[src/rtl/twc_pkg.sv]
package twc_pkg;
    localparam logic [7:0] TT_WIN_UNDERFLOW = 8'h06;
    localparam int         VEC_SHIFT        = 4;
    localparam int         NPC_STEP         = 4;
endpackage

[src/rtl/twc_window_step.sv]
module twc_window_step #(
    parameter int NWIN = 8,
    parameter int CW   = 3
) (
    input  logic [CW-1:0]   cwp,
    input  logic [NWIN-1:0] wim,
    output logic [CW-1:0]   cwp_dec,
    output logic [CW-1:0]   cwp_inc,
    output logic            inc_blocked
);
    localparam int SPAN = 1 << CW;

    generate
        if (SPAN == NWIN) begin : g_wrap_natural
            assign cwp_dec = cwp - 1'b1;
            assign cwp_inc = cwp + 1'b1;
        end else begin : g_wrap_compare
            assign cwp_dec = (cwp == '0) ? CW'(NWIN - 1) : cwp - 1'b1;
            assign cwp_inc = (cwp == CW'(NWIN - 1)) ? '0 : cwp + 1'b1;
        end
    endgenerate

    assign inc_blocked = wim[cwp_inc];
endmodule

[src/rtl/twc_vector.sv]
module twc_vector #(
    parameter int              XLEN     = 32,
    parameter int              TTW      = 8,
    parameter logic [XLEN-1:0] TBR_BASE = 32'h4000_0000
) (
    input  logic [TTW-1:0]  tt,
    output logic [XLEN-1:0] tbr_new,
    output logic [XLEN-1:0] npc_new
);
    import twc_pkg::*;
    localparam logic [XLEN-1:0] TT_MASK = XLEN'(((1 << TTW) - 1) << VEC_SHIFT);

    assign tbr_new = (TBR_BASE & ~TT_MASK) | (XLEN'(tt) << VEC_SHIFT);
    assign npc_new = tbr_new + XLEN'(NPC_STEP);
endmodule

[src/rtl/trap_window_ctrl.sv]
module trap_window_ctrl #(
    parameter int              NWIN     = 8,
    parameter int              XLEN     = 32,
    parameter int              CWP_RST  = 0,
    parameter logic [XLEN-1:0] TBR_BASE = 32'h4000_0000,
    localparam int             CW       = (NWIN > 1) ? $clog2(NWIN) : 1
) (
    input  logic            clk,
    input  logic            rst_n,
    input  logic            trap_req,
    input  logic [7:0]      trap_code,
    input  logic            ret_req,
    input  logic [XLEN-1:0] pc_in,
    input  logic [XLEN-1:0] npc_in,
    input  logic [NWIN-1:0] wim_in,
    output logic [CW-1:0]   cwp_o,
    output logic            save_pc_we,
    output logic            save_npc_we,
    output logic [XLEN-1:0] save_pc_o,
    output logic [XLEN-1:0] save_npc_o,
    output logic            redirect_o,
    output logic [XLEN-1:0] pc_o,
    output logic [XLEN-1:0] npc_o,
    output logic [XLEN-1:0] tbr_o,
    output logic            sup_o,
    output logic            prev_sup_o,
    output logic            et_o,
    output logic            err_o,
    output logic            busy_o
);
    import twc_pkg::*;

    typedef struct packed {
        logic [CW-1:0]   cwp;
        logic            sup;
        logic            psup;
        logic            et;
        logic            err;
        logic            busy;
        logic            pend;
        logic            redir;
        logic            we;
        logic [XLEN-1:0] hold_pc;
        logic [XLEN-1:0] hold_npc;
        logic [XLEN-1:0] sv_pc;
        logic [XLEN-1:0] sv_npc;
        logic [XLEN-1:0] tbr;
        logic [XLEN-1:0] pc;
        logic [XLEN-1:0] npc;
    } state_t;

    state_t st_d, st_q;

    logic [CW-1:0]   cwp_dec_w, cwp_inc_w;
    logic            ret_blocked_w;
    logic [7:0]      tt_sel_w;
    logic [XLEN-1:0] tbr_new_w, npc_new_w;
    logic [XLEN-1:0] src_pc_w, src_npc_w;
    logic            take_trap_w;

    twc_window_step #(.NWIN(NWIN), .CW(CW)) u_step (
        .cwp         (st_q.cwp),
        .wim         (wim_in),
        .cwp_dec     (cwp_dec_w),
        .cwp_inc     (cwp_inc_w),
        .inc_blocked (ret_blocked_w)
    );

    assign tt_sel_w  = st_q.pend ? TT_WIN_UNDERFLOW : trap_code;
    assign src_pc_w  = st_q.pend ? st_q.hold_pc  : pc_in;
    assign src_npc_w = st_q.pend ? st_q.hold_npc : npc_in;

    twc_vector #(.XLEN(XLEN), .TTW(8), .TBR_BASE(TBR_BASE)) u_vec (
        .tt      (tt_sel_w),
        .tbr_new (tbr_new_w),
        .npc_new (npc_new_w)
    );

    // Trap entry happens for a pending underflow, or a fresh trap with traps enabled
    always_comb begin
        take_trap_w = 1'b0;
        if (!st_q.err) begin
            if (st_q.pend)
                take_trap_w = 1'b1;
            else if (!st_q.busy && trap_req && st_q.et)
                take_trap_w = 1'b1;
        end
    end

    always_comb begin
        st_d       = st_q;
        st_d.busy  = 1'b0;
        st_d.redir = 1'b0;
        st_d.we    = 1'b0;
        st_d.pend  = 1'b0;
        if (!st_q.err && !st_q.pend && !st_q.busy) begin
            if (trap_req) begin
                if (!st_q.et) begin
                    st_d.err  = 1'b1;
                    st_d.busy = 1'b1;
                end
            end else if (ret_req) begin
                st_d.busy = 1'b1;
                if (ret_blocked_w) begin
                    st_d.pend     = 1'b1;
                    st_d.hold_pc  = pc_in;
                    st_d.hold_npc = npc_in;
                end else begin
                    st_d.cwp = cwp_inc_w;
                    st_d.sup = st_q.psup;
                    st_d.et  = 1'b1;
                end
            end
        end
        if (take_trap_w) begin
            st_d.cwp    = cwp_dec_w;
            st_d.we     = 1'b1;
            st_d.sv_pc  = src_pc_w;
            st_d.sv_npc = src_npc_w;
            st_d.tbr    = tbr_new_w;
            st_d.pc     = tbr_new_w;
            st_d.npc    = npc_new_w;
            st_d.redir  = 1'b1;
            st_d.psup   = st_q.sup;
            st_d.sup    = 1'b1;
            st_d.et     = 1'b0;
            st_d.busy   = 1'b1;
        end
    end

    always_ff @(posedge clk) begin
        if (!rst_n) begin
            st_q     <= '0;
            st_q.cwp <= CW'(CWP_RST);
            st_q.sup <= 1'b1;
            st_q.et  <= 1'b1;
            st_q.tbr <= TBR_BASE;
        end else begin
            st_q <= st_d;
        end
    end

    assign cwp_o       = st_q.cwp;
    assign save_pc_we  = st_q.we;
    assign save_npc_we = st_q.we;
    assign save_pc_o   = st_q.sv_pc;
    assign save_npc_o  = st_q.sv_npc;
    assign redirect_o  = st_q.redir;
    assign pc_o        = st_q.pc;
    assign npc_o       = st_q.npc;
    assign tbr_o       = st_q.tbr;
    assign sup_o       = st_q.sup;
    assign prev_sup_o  = st_q.psup;
    assign et_o        = st_q.et;
    assign err_o       = st_q.err;
    assign busy_o      = st_q.busy;

    assert_cwp_dec_R2: assert property (@(posedge clk) disable iff (!rst_n)
        redirect_o |-> (cwp_o == CW'($past(cwp_o) - 1'b1)));

    assert_vector_R5: assert property (@(posedge clk) disable iff (!rst_n)
        redirect_o |-> (pc_o == tbr_o && npc_o == tbr_o + XLEN'(NPC_STEP)));

    assert_entry_flags_R6: assert property (@(posedge clk) disable iff (!rst_n)
        redirect_o |-> (!et_o && sup_o));

    assert_err_sticky_R7: assert property (@(posedge clk) disable iff (!rst_n)
        err_o |=> (err_o && $stable(cwp_o) && !redirect_o));

    assert_underflow_hold_R9: assert property (@(posedge clk) disable iff (!rst_n)
        st_q.pend |-> (cwp_o == $past(cwp_o)));

    assert_underflow_entry_R9: assert property (@(posedge clk) disable iff (!rst_n)
        st_q.pend |=> (redirect_o && tbr_o[11:4] == TT_WIN_UNDERFLOW));

    assert_busy_single_R10: assert property (@(posedge clk) disable iff (!rst_n)
        (busy_o && !st_q.pend) |=> !busy_o);
endmodule

[config.mk]
export PLATFORM = sky130hd
export DESIGN_NAME = trap_window_ctrl
export DESIGN_NICKNAME = d
export VERILOG_FILES = /design/src/rtl/twc_pkg.sv /design/src/rtl/twc_window_step.sv /design/src/rtl/twc_vector.sv /design/src/rtl/trap_window_ctrl.sv
export SDC_FILE = /design/constraint.sdc
export NUM_CORES = 1
export LEC_CHECK = 0
export BUFFER_PORTS_ARGS = -buffer_cell sky130_fd_sc_hd__buf_2
export CAP_MARGIN = 20
export CORE_MARGIN = 4
export CORE_UTILIZATION = 40
export CTS_CLUSTER_DIAMETER = 50
export CTS_CLUSTER_SIZE = 20
export DETAILED_ROUTE_END_ITERATION = 7
export PLACE_DENSITY_LB_ADDON = 0.1
export SYNTH_ARGS = -nofsm -noshare
export SYNTH_HDL_FRONTEND = slang
export SYNTH_SLANG_ARGS = --single-unit
[constraint.sdc]
create_clock -name clk -period 3 [get_ports clk]
set_input_delay 0.3 -clock clk [delete_from_list [all_inputs] [get_ports clk]]
set_output_delay 0.3 -clock clk [all_outputs]
set_load 0.01 [all_outputs]
* Yosys cells after proc, flatten, opt, wreduce, memory -nomap -nowiden
Index checks and enable logic that the tools add are counted.
** Cells by class
- $add $sub $neg :: 3
- $mul :: 0
- Div/mod/pow operators :: 0
- $lt $le $gt $ge :: 1
- Eq/ne operators :: 2
- Shifts and indexed selects :: 0
- Muxes and demuxes :: 25
- Bitwise logic cells :: 6
- Reductions and logical operators :: 15
** Operators with widths (count)
- $mux 32 :: 2
- $add 31x3->32 const B :: 1
- $mux 4 :: 5
- $mux 1 :: 12
- $reduce_and 4->1 :: 3
- $mux 8 :: 1
- $mux 2 :: 3
- $mux 6 :: 1
- $not 1->1 :: 6
- $logic_and 1x1->1 :: 4
- $lt 3x4->1 const B :: 1
- $ne 2x1->1 const B :: 2
- $reduce_bool 2->1 :: 2
- $reduce_or 4->1 :: 1
- $add 3x1->3 const B :: 1
- $bmux 1 s3 :: 1
- $logic_not 1->1 :: 3
- $reduce_and 3->1 :: 1
- $sub 3x1->3 const B :: 1
- $reduce_or 2->1 :: 1
** Storage, ports and cells
- Bits in registers :: 188
- Bits in latches :: 0
- Bits in writable memories :: 0
- ROM bits :: 0
- Input bits :: 84
- Word-level logic and storage cells :: 68
- Memories kept :: 0

* Logic depth before layout (Yosys ltp)
Gate-level depths: netlist of the first run.
- Depth in word-level cells :: 8
- Mapped depth :: 7
- Depth with buffers taken out :: 6

* Cells and area by module
A second synthesis of the first run with hierarchy kept.
** Unflattened totals
- Cells, all modules :: 1141
- Area total of the unflattened synthesis :: 9995.8 um2
** By module, submodules not included
- trap_window_ctrl :: instances 1, cells an instance 1064, area each 9390.3 um2, seq. area each 4063.9 um2
- twc_vector :: instances 1, cells an instance 66, area each 488.0 um2, seq. area each 0.0 um2
- twc_window_step :: instances 1, cells an instance 11, area each 117.6 um2, seq. area each 0.0 um2

* Worst setup path after synthesis of the first run
OpenSTA, ideal clock, no wires.
- Path kind :: reg2reg
- From :: register, netlist name cwp_o[0]
- To :: register st_q[164] in the netlist's numbering
- Library setup time :: 0.118 ns
- Arrival :: 1.903 ns
- Data required time :: 2.882 ns
- Path slack :: 0.979 ns
- Stages on the path, launching flop included :: 8
- Period minus slack after synthesis :: 2.021 ns
- Path through :: dfxtp_1 inv_1 ha_1 mux4_2 mux2i_4 nor2_8 buf_12 mux2i_1
** On the way
- Cells in the longest elaborated chain, start to end :: 4
** Ends and longest elaborated chain
- $add 3x1->3 :: RTL line twc_window_step.sv:16 : assign cwp_inc = cwp + 1'b1;
- $bmux 1 s3 :: RTL line twc_window_step.sv:23 : assign inc_blocked = wim[cwp_inc];
- $mux 1 (not written as such) :: RTL line twc_window_step.sv:23
- $reduce_and 4->1 (no line)
- end signal: assignment :: RTL line trap_window_ctrl.sv:139 : st_q <= st_d;
- end: declaration :: RTL line trap_window_ctrl.sv:52 : state_t st_d, st_q;
Every way passes these cells. The select of a mux whose other input is x is not followed.
A chain may end at the register's enable or synchronous reset.

* Worst setup path after layout of the first run
- From :: register, netlist name cwp_o[0]
- To :: register st_q[177] in the netlist's numbering
** On the way
- Cells in the longest elaborated chain, start to end :: 4
** Ends and longest elaborated chain (RTL line)
- $add 3x1->3 :: twc_window_step.sv:16
- $bmux 1 s3 :: twc_window_step.sv:23
- $mux 1 (not written as such) :: twc_window_step.sv:23
- $reduce_and 4->1 (no line)
Every way passes these cells. The select of a mux whose other input is x is not followed.

==> flow_summary.ini, run 1 <==
[cts]
cts_tree = yes
cts_max_level = 4
postCtsSetupRepairBufs = 0
cts_buffers = 17
cts_root_buf = clkbuf_16
cts_hold_buf = 0
clk_pin_slew_ns = 0.06
clock_latency_ns = 0.41
clockBufferDepth = 2
cts.repair.resized = 0
cts_sinks = 147

[floorplan]
pin_count = 255
die_area_sq_um = 20900
core_area_sq_um = 18100
dieHeight_um = 145
rows = 49
die_w_um = 145
initial_core_util_pct = 41.1

[placement]
placed_cell_area_sq_um = 7510
io_buffers = 185
dpl.hpwl_um = 10900
gp_congestion = 0.731
place_inst = 1098

[power]
peakVddDrop_uv = 359
p_leak_nw = 3.42
power.density_nw_per_um2 = 744
totalPowerFinal_mw = 6.00

[timing]
timing.final.crit_share_pct = 89.7
period_needed_ns = 2.69
fin_skew_ns = 0.00723
worst_pin_slew_ns = 1.02
rsz0062_at_grt = no
setup_tns_ns = 0
max_freq_mhz = 372
setup_viol = 0
finalHoldViolations = 0
maxSlewViolCount = 0
slew-limit-headroom_pct = 31.8
holdWs_ns = 0.140

[synthesis]
yosys-mux-area-fraction_pct = 18.2
synthTopCellsByCount = buf_4, dfxtp_1, nand2_1
synth_edf_count = 0
synth_simple_gate_area_share_pct = 12.7
synthCells = 825
synth_top_family_by_area = buffers and inverters
syn-cell-area_sq_um = 7460
synth_compound_area_share_pct = 8.21
async_flop_share_pct = 0
seq_area_frac_synth_pct = 39.4
avgSynthCellArea_sq_um = 9.05
synth_area_leader_cell = dfxtp_1
synth_cell_types = 39
synthXorXnorAreaFrac_pct = 0.117
synth_top_area_share_pct = 39.4
ys.flop_type = dfxtp_1
synth-adder-area-share_pct = 0.335
ys_seq_elements = 147
yosys_warnings = 0
yosys.cell_count.top_type = buf_4
synthTopCellsByArea = dfxtp_1, mux2i_1, buf_4

[final_layout]
synthToLayoutAreaGrowth_pct = 8.05
final_area_sq_um = 8060
final_nets = 974
drive_gt1_share_pct = 26.1
final_cells = 1130
diodes = 0

[flow_run]
cap_violations = 0

[critical_path]
arrival_ns = 3.03
critPathMaxFanout = 45
worstSetupStartpointType = flop
path_cells = inv_1 > ha_1 > mux4_2 > mux2i_4 > nor2_8 > buf_12 > mux2i_1
end_kind = flop
required_ns = 3.34
crit_type = reg2reg
cp_slowest_cell = nor2_8
crit_path_max_incr_delay_ns = 0.78

[global_route]
grt_max_degree = 121
antenna_found_initial = 1
grt_pass1_wl_um = 25000
grt_pass1_vias = 4833
globalRouteTotalUtil_pct = 15.0
grt_overflow = 0

[routing]
via_per_inst = 4.57
dr.pass1.iters = 4
vias = 5167
drt_iter0_markers = 194
postRouteAntennaNets = 0
wl_um = 15800
routedWlPerCell_um = 14.0
drc = 0

[outcome]
status = finished clean

[worst_hold_path]
hold_path_class = in2reg
==> metrics by stage <==
| step | setup slack [ns] | utilization (%) |
|---|---|---|
| floorplan | 0.979 | - |
| global placement | 0.330 | 41.4 |
| detailed placement | 0.245 | 41.4 |
| CTS | 0.245 | 44.4 |
| global route | 0.0910 | 44.4 |
| finish | 0.309 | 44.4 |
==> registers in the layout (all words and copies together), names as in the netlist <==
signal      cells
busy_o          1
npc_o           1
prev_sup_o      1
save_npc_o     32
save_pc_o      32
err_o           1
pc_o            8
cwp_o           3
st_q           65
et_o            1
sup_o           1
redirect_o      1
==> per-layer routing <==
layer	share of wire, %	up-vias	track usage (%)
met5	0.076	-	0
met4	1.6	2	5.25
met3	6.2	19	4.03
met2	47	167	24.3
met1	46	2305	19.4
li1	-	2674	-
==> final timing paths <==
kind | startpoint | endpoint | slack, ns | cells after the start
hold reg to reg | st_q[223]$_SDFFE_PN0P_ | st_q[223]$_SDFFE_PN0P_ | 0.46 | 2
setup reg to reg | cwp_o[0]$_SDFFE_PN0P_ | st_q[177]$_SDFFE_PN0P_ | 0.31 | 7
hold / removal | pc_in[8] | st_q[200]$_SDFFE_PN0P_ | 0.14 | 3
setup / recovery | cwp_o[0]$_SDFFE_PN0P_ | st_q[177]$_SDFFE_PN0P_ | 0.31 | 7
==> report_power, final <==
group | total [mW] | internal (mW) | leakage [nW] | switching [mW]
Clock | 2.00 | 1.20 | 0.269 | 0.795
Combinational | 1.57 | 0.666 | 1.95 | 0.900
Sequential | 2.43 | 2.26 | 1.21 | 0.177
==> placed cells by master, fill, tap and decap left out, types with 2 or more instances in the layout <==
cell type,netlist,final
inv_1,2,2
a211oi_1,65,65
clkbuf_16,0,17
clkbuf_8,0,3
nor2_1,73,73
mux2i_1,129,129
nand2_1,138,138
a21oi_1,10,9
nor3_1,7,7
clkbuf_1,40,3
ha_1,2,2
buf_12,6,2
clkinv_2,0,4
nand3_1,7,7
buf_4,165,10
mux4_2,2,2
buf_2,5,184
conb_1,2,69
clkinvlp_4,0,3
dfxtp_1,147,146
==> final cells by class <==
type / count / area [sq um]
multi-input combinational: 522 / 3220
tap: 229 / 287
inverter: 4 / 15.0
timing repair buffer: 196 / 1040
clock buffer: 23 / 478
sequential: 147 / 2950
fill: 1820 / 10100
clock inverter: 9 / 78.8
==> kinds of logic (layout without fill, tap and decap cells) <==
logic type / after synthesis / after routing
xor gates and xnor gates: 1 / 1
adders and majority gates: 2 / 2
and+or+nand+nor: 234 / 234
buffers and inverters: 223 / 232
other: 2 / 69
muxes: 132 / 132
AOI/OAI and AO/OA: 84 / 84
DFF: 147 / 147
==> worst max-delay path, delay by kind of cell (launching register included) <==
family,cells,cell delay (ns)
and+or+nand+nor,1,0.78
muxes,3,0.60
DFF,1,0.46
adders and majority gates,1,0.38
buffers and inverters,2,0.38
No activity file was read; power rests on OpenSTA's default activity.
==> run 2, diff against run 1 <==
- CORE_UTILIZATION: 40 -> 35
==> run 2 against run 1 <==
Effect of this change:
- combinational power barely moved
- total power rose by 2.0%
- count of clock-buffer cells in the layout rose by 2
- global-route usage fell by 1.3 points
- maximum frequency rose by 14%
- critical endpoint is now st_q[183]$_SDFFE_PN0P_
- largest cell class unchanged
==> flow_summary.ini, run 2 (synthesis results as in run 1) <==
[timing]
timing.final.crit_share_pct = 78.6
maxSlewViolCount = 0
worst_pin_slew_ns = 0.723
rsz0062_at_grt = no
max_freq_mhz = 424
setup_ws_ns = 0.643
setup_viol = 0
finalHoldViolations = 0
slew-limit-headroom_pct = 51.8
fin_skew_ns = 0.0106
setup_tns_ns = 0
period_needed_ns = 2.36

[cts]
clock_latency_ns = 0.41
cts_sinks = 147
clk_pin_slew_ns = 0.06
cts_buffers = 17
cts_hold_buf = 0
clockBufferDepth = 2
cts_tree = yes
postCtsSetupRepairBufs = 0
cts.repair.resized = 0
cts_root_buf = clkbuf_16
cts_max_level = 4

[final_layout]
layout_common_cells = buf_2, dfxtp_1, nand2_1
diodes = 0
final_nets = 976
largest_reg_flops = 65
drive_gt1_share_pct = 26.2
final_area_sq_um = 8180
final_common_cell = buf_2
final_util_pct = 38.9
synthToLayoutAreaGrowth_pct = 9.56
regMostFlops = st_q
n_fill_cell = 2174

[power]
p_leak_nw = 3.45
peakVddDrop_uv = 352
power.density_nw_per_um2 = 748

[placement]
dpl.hpwl_um = 11400
io_buffers = 185
post-place-ws_ns = 0.590
gp_congestion = 0.709
placed_cell_area_sq_um = 7590

[worst_hold_path]
hold_path_class = in2reg
min_to = st_q[185]$_SDFFE_PN0P_
hold_path_depth = 3
min_from = npc_in[25]

[routing]
drt_iter0_markers = 184
postRouteAntennaNets = 0
drc = 0
wl_um = 16600
vias = 5245
dr.pass1.iters = 4
routedWlPerCell_um = 14.1
via_per_inst = 4.46

[critical_path]
r2r_start = cwp_o[1]$_SDFFE_PN0P_
crit_path_max_incr_delay_ns = 0.53
worstSetupPathDepth = 7
worstSetupStartpointType = flop
crit_family = multiplexers
r2r-end = st_q[183]$_SDFFE_PN0P_
crit_type = reg2reg
rrSetupSlack_ns = 0.64
critPathMaxFanout = 26
arrival_ns = 2.69
reg2reg_depth = 7
setup.worst_path.start = cwp_o[1]$_SDFFE_PN0P_
required_ns = 3.33
end_kind = flop
cp_slowest_cell = nor2_8
worst-path-buf-inv = 2
path_cells = inv_1 > ha_1 > mux4_2 > mux2i_4 > nor2_8 > buf_4 > mux2i_1

[global_route]
grt_max_degree = 81
antenna_found_initial = 0
grt_use_met3_pct = 3.49
grt_pass1_wl_um = 26400
gr-usage-met2_pct = 22.4
grt_overflow = 0
grtUsageMet1_pct = 18.0
grt_pass1_vias = 4859
busiest_layer = met2
globalRouteTotalUtil_pct = 13.8

[floorplan]
dieHeight_um = 154
pin_count = 255
die_w_um = 154
initial_core_util_pct = 35.5
rows = 53
core_area_sq_um = 21000
die_area_sq_um = 23700

[flow_run]
cap_violations = 0

[outcome]
status = finished clean
==> run 2: through the flow <==
step,hold slack (ns),std cells,power [mW]
floorplan,0.434,892,3.95
global placement,0.443,1146,4.10
detailed placement,0.448,1146,4.09
CTS,0.115,1177,6.23
global route,0.124,1177,6.50
finish,0.137,1177,6.12
==> run 2: worst register-to-register path, stage by stage, from the launching register on <==
cell	delay, ns
dfxtp_1	0.36
inv_1	0.06
ha_1	0.35
mux4_2	0.31
mux2i_4	0.13
nor2_8	0.53
buf_4	0.35
mux2i_1	0.20
==> run 2: area by class of cell <==
type	count	area (sq um)	area share, %
multi-input combinational	522	3220	39.4
tap	275	344	4.21
timing repair buffer	198	1060	13.0
clock inverter	6	67.6	0.826
clock buffer	25	517	6.32
sequential	147	2950	36.0
inverter	4	15.0	0.184
==> run 2: per-layer routing <==
layer,share of wire [%],routed length (um)
met5,0,0
met4,1.0,171
met1,45,7520
met2,47,7880
met3,6.3,1050
==> run 2: report_power, final <==
part,leakage [nW],switching (mW),internal (mW),total [mW]
combinational,1.97,0.922,0.667,1.59
sequential,1.21,0.171,2.26,2.43
clock,0.281,0.822,1.28,2.10
total,3.45,1.91,4.20,6.12
==> run 2: worst max-delay path by stage <==
stage / to / slack (ns)
after floorplan: st_q[164]$_SDFFE_PN0P_ / 0.98
after global placement: st_q[180]$_SDFFE_PN0P_ / 0.62
after detailed placement: st_q[186]$_SDFFE_PN0P_ / 0.59
after CTS: st_q[183]$_SDFFE_PN0P_ / 0.60
after global routing: st_q[179]$_SDFFE_PN0P_ / 0.43
final: st_q[183]$_SDFFE_PN0P_ / 0.64
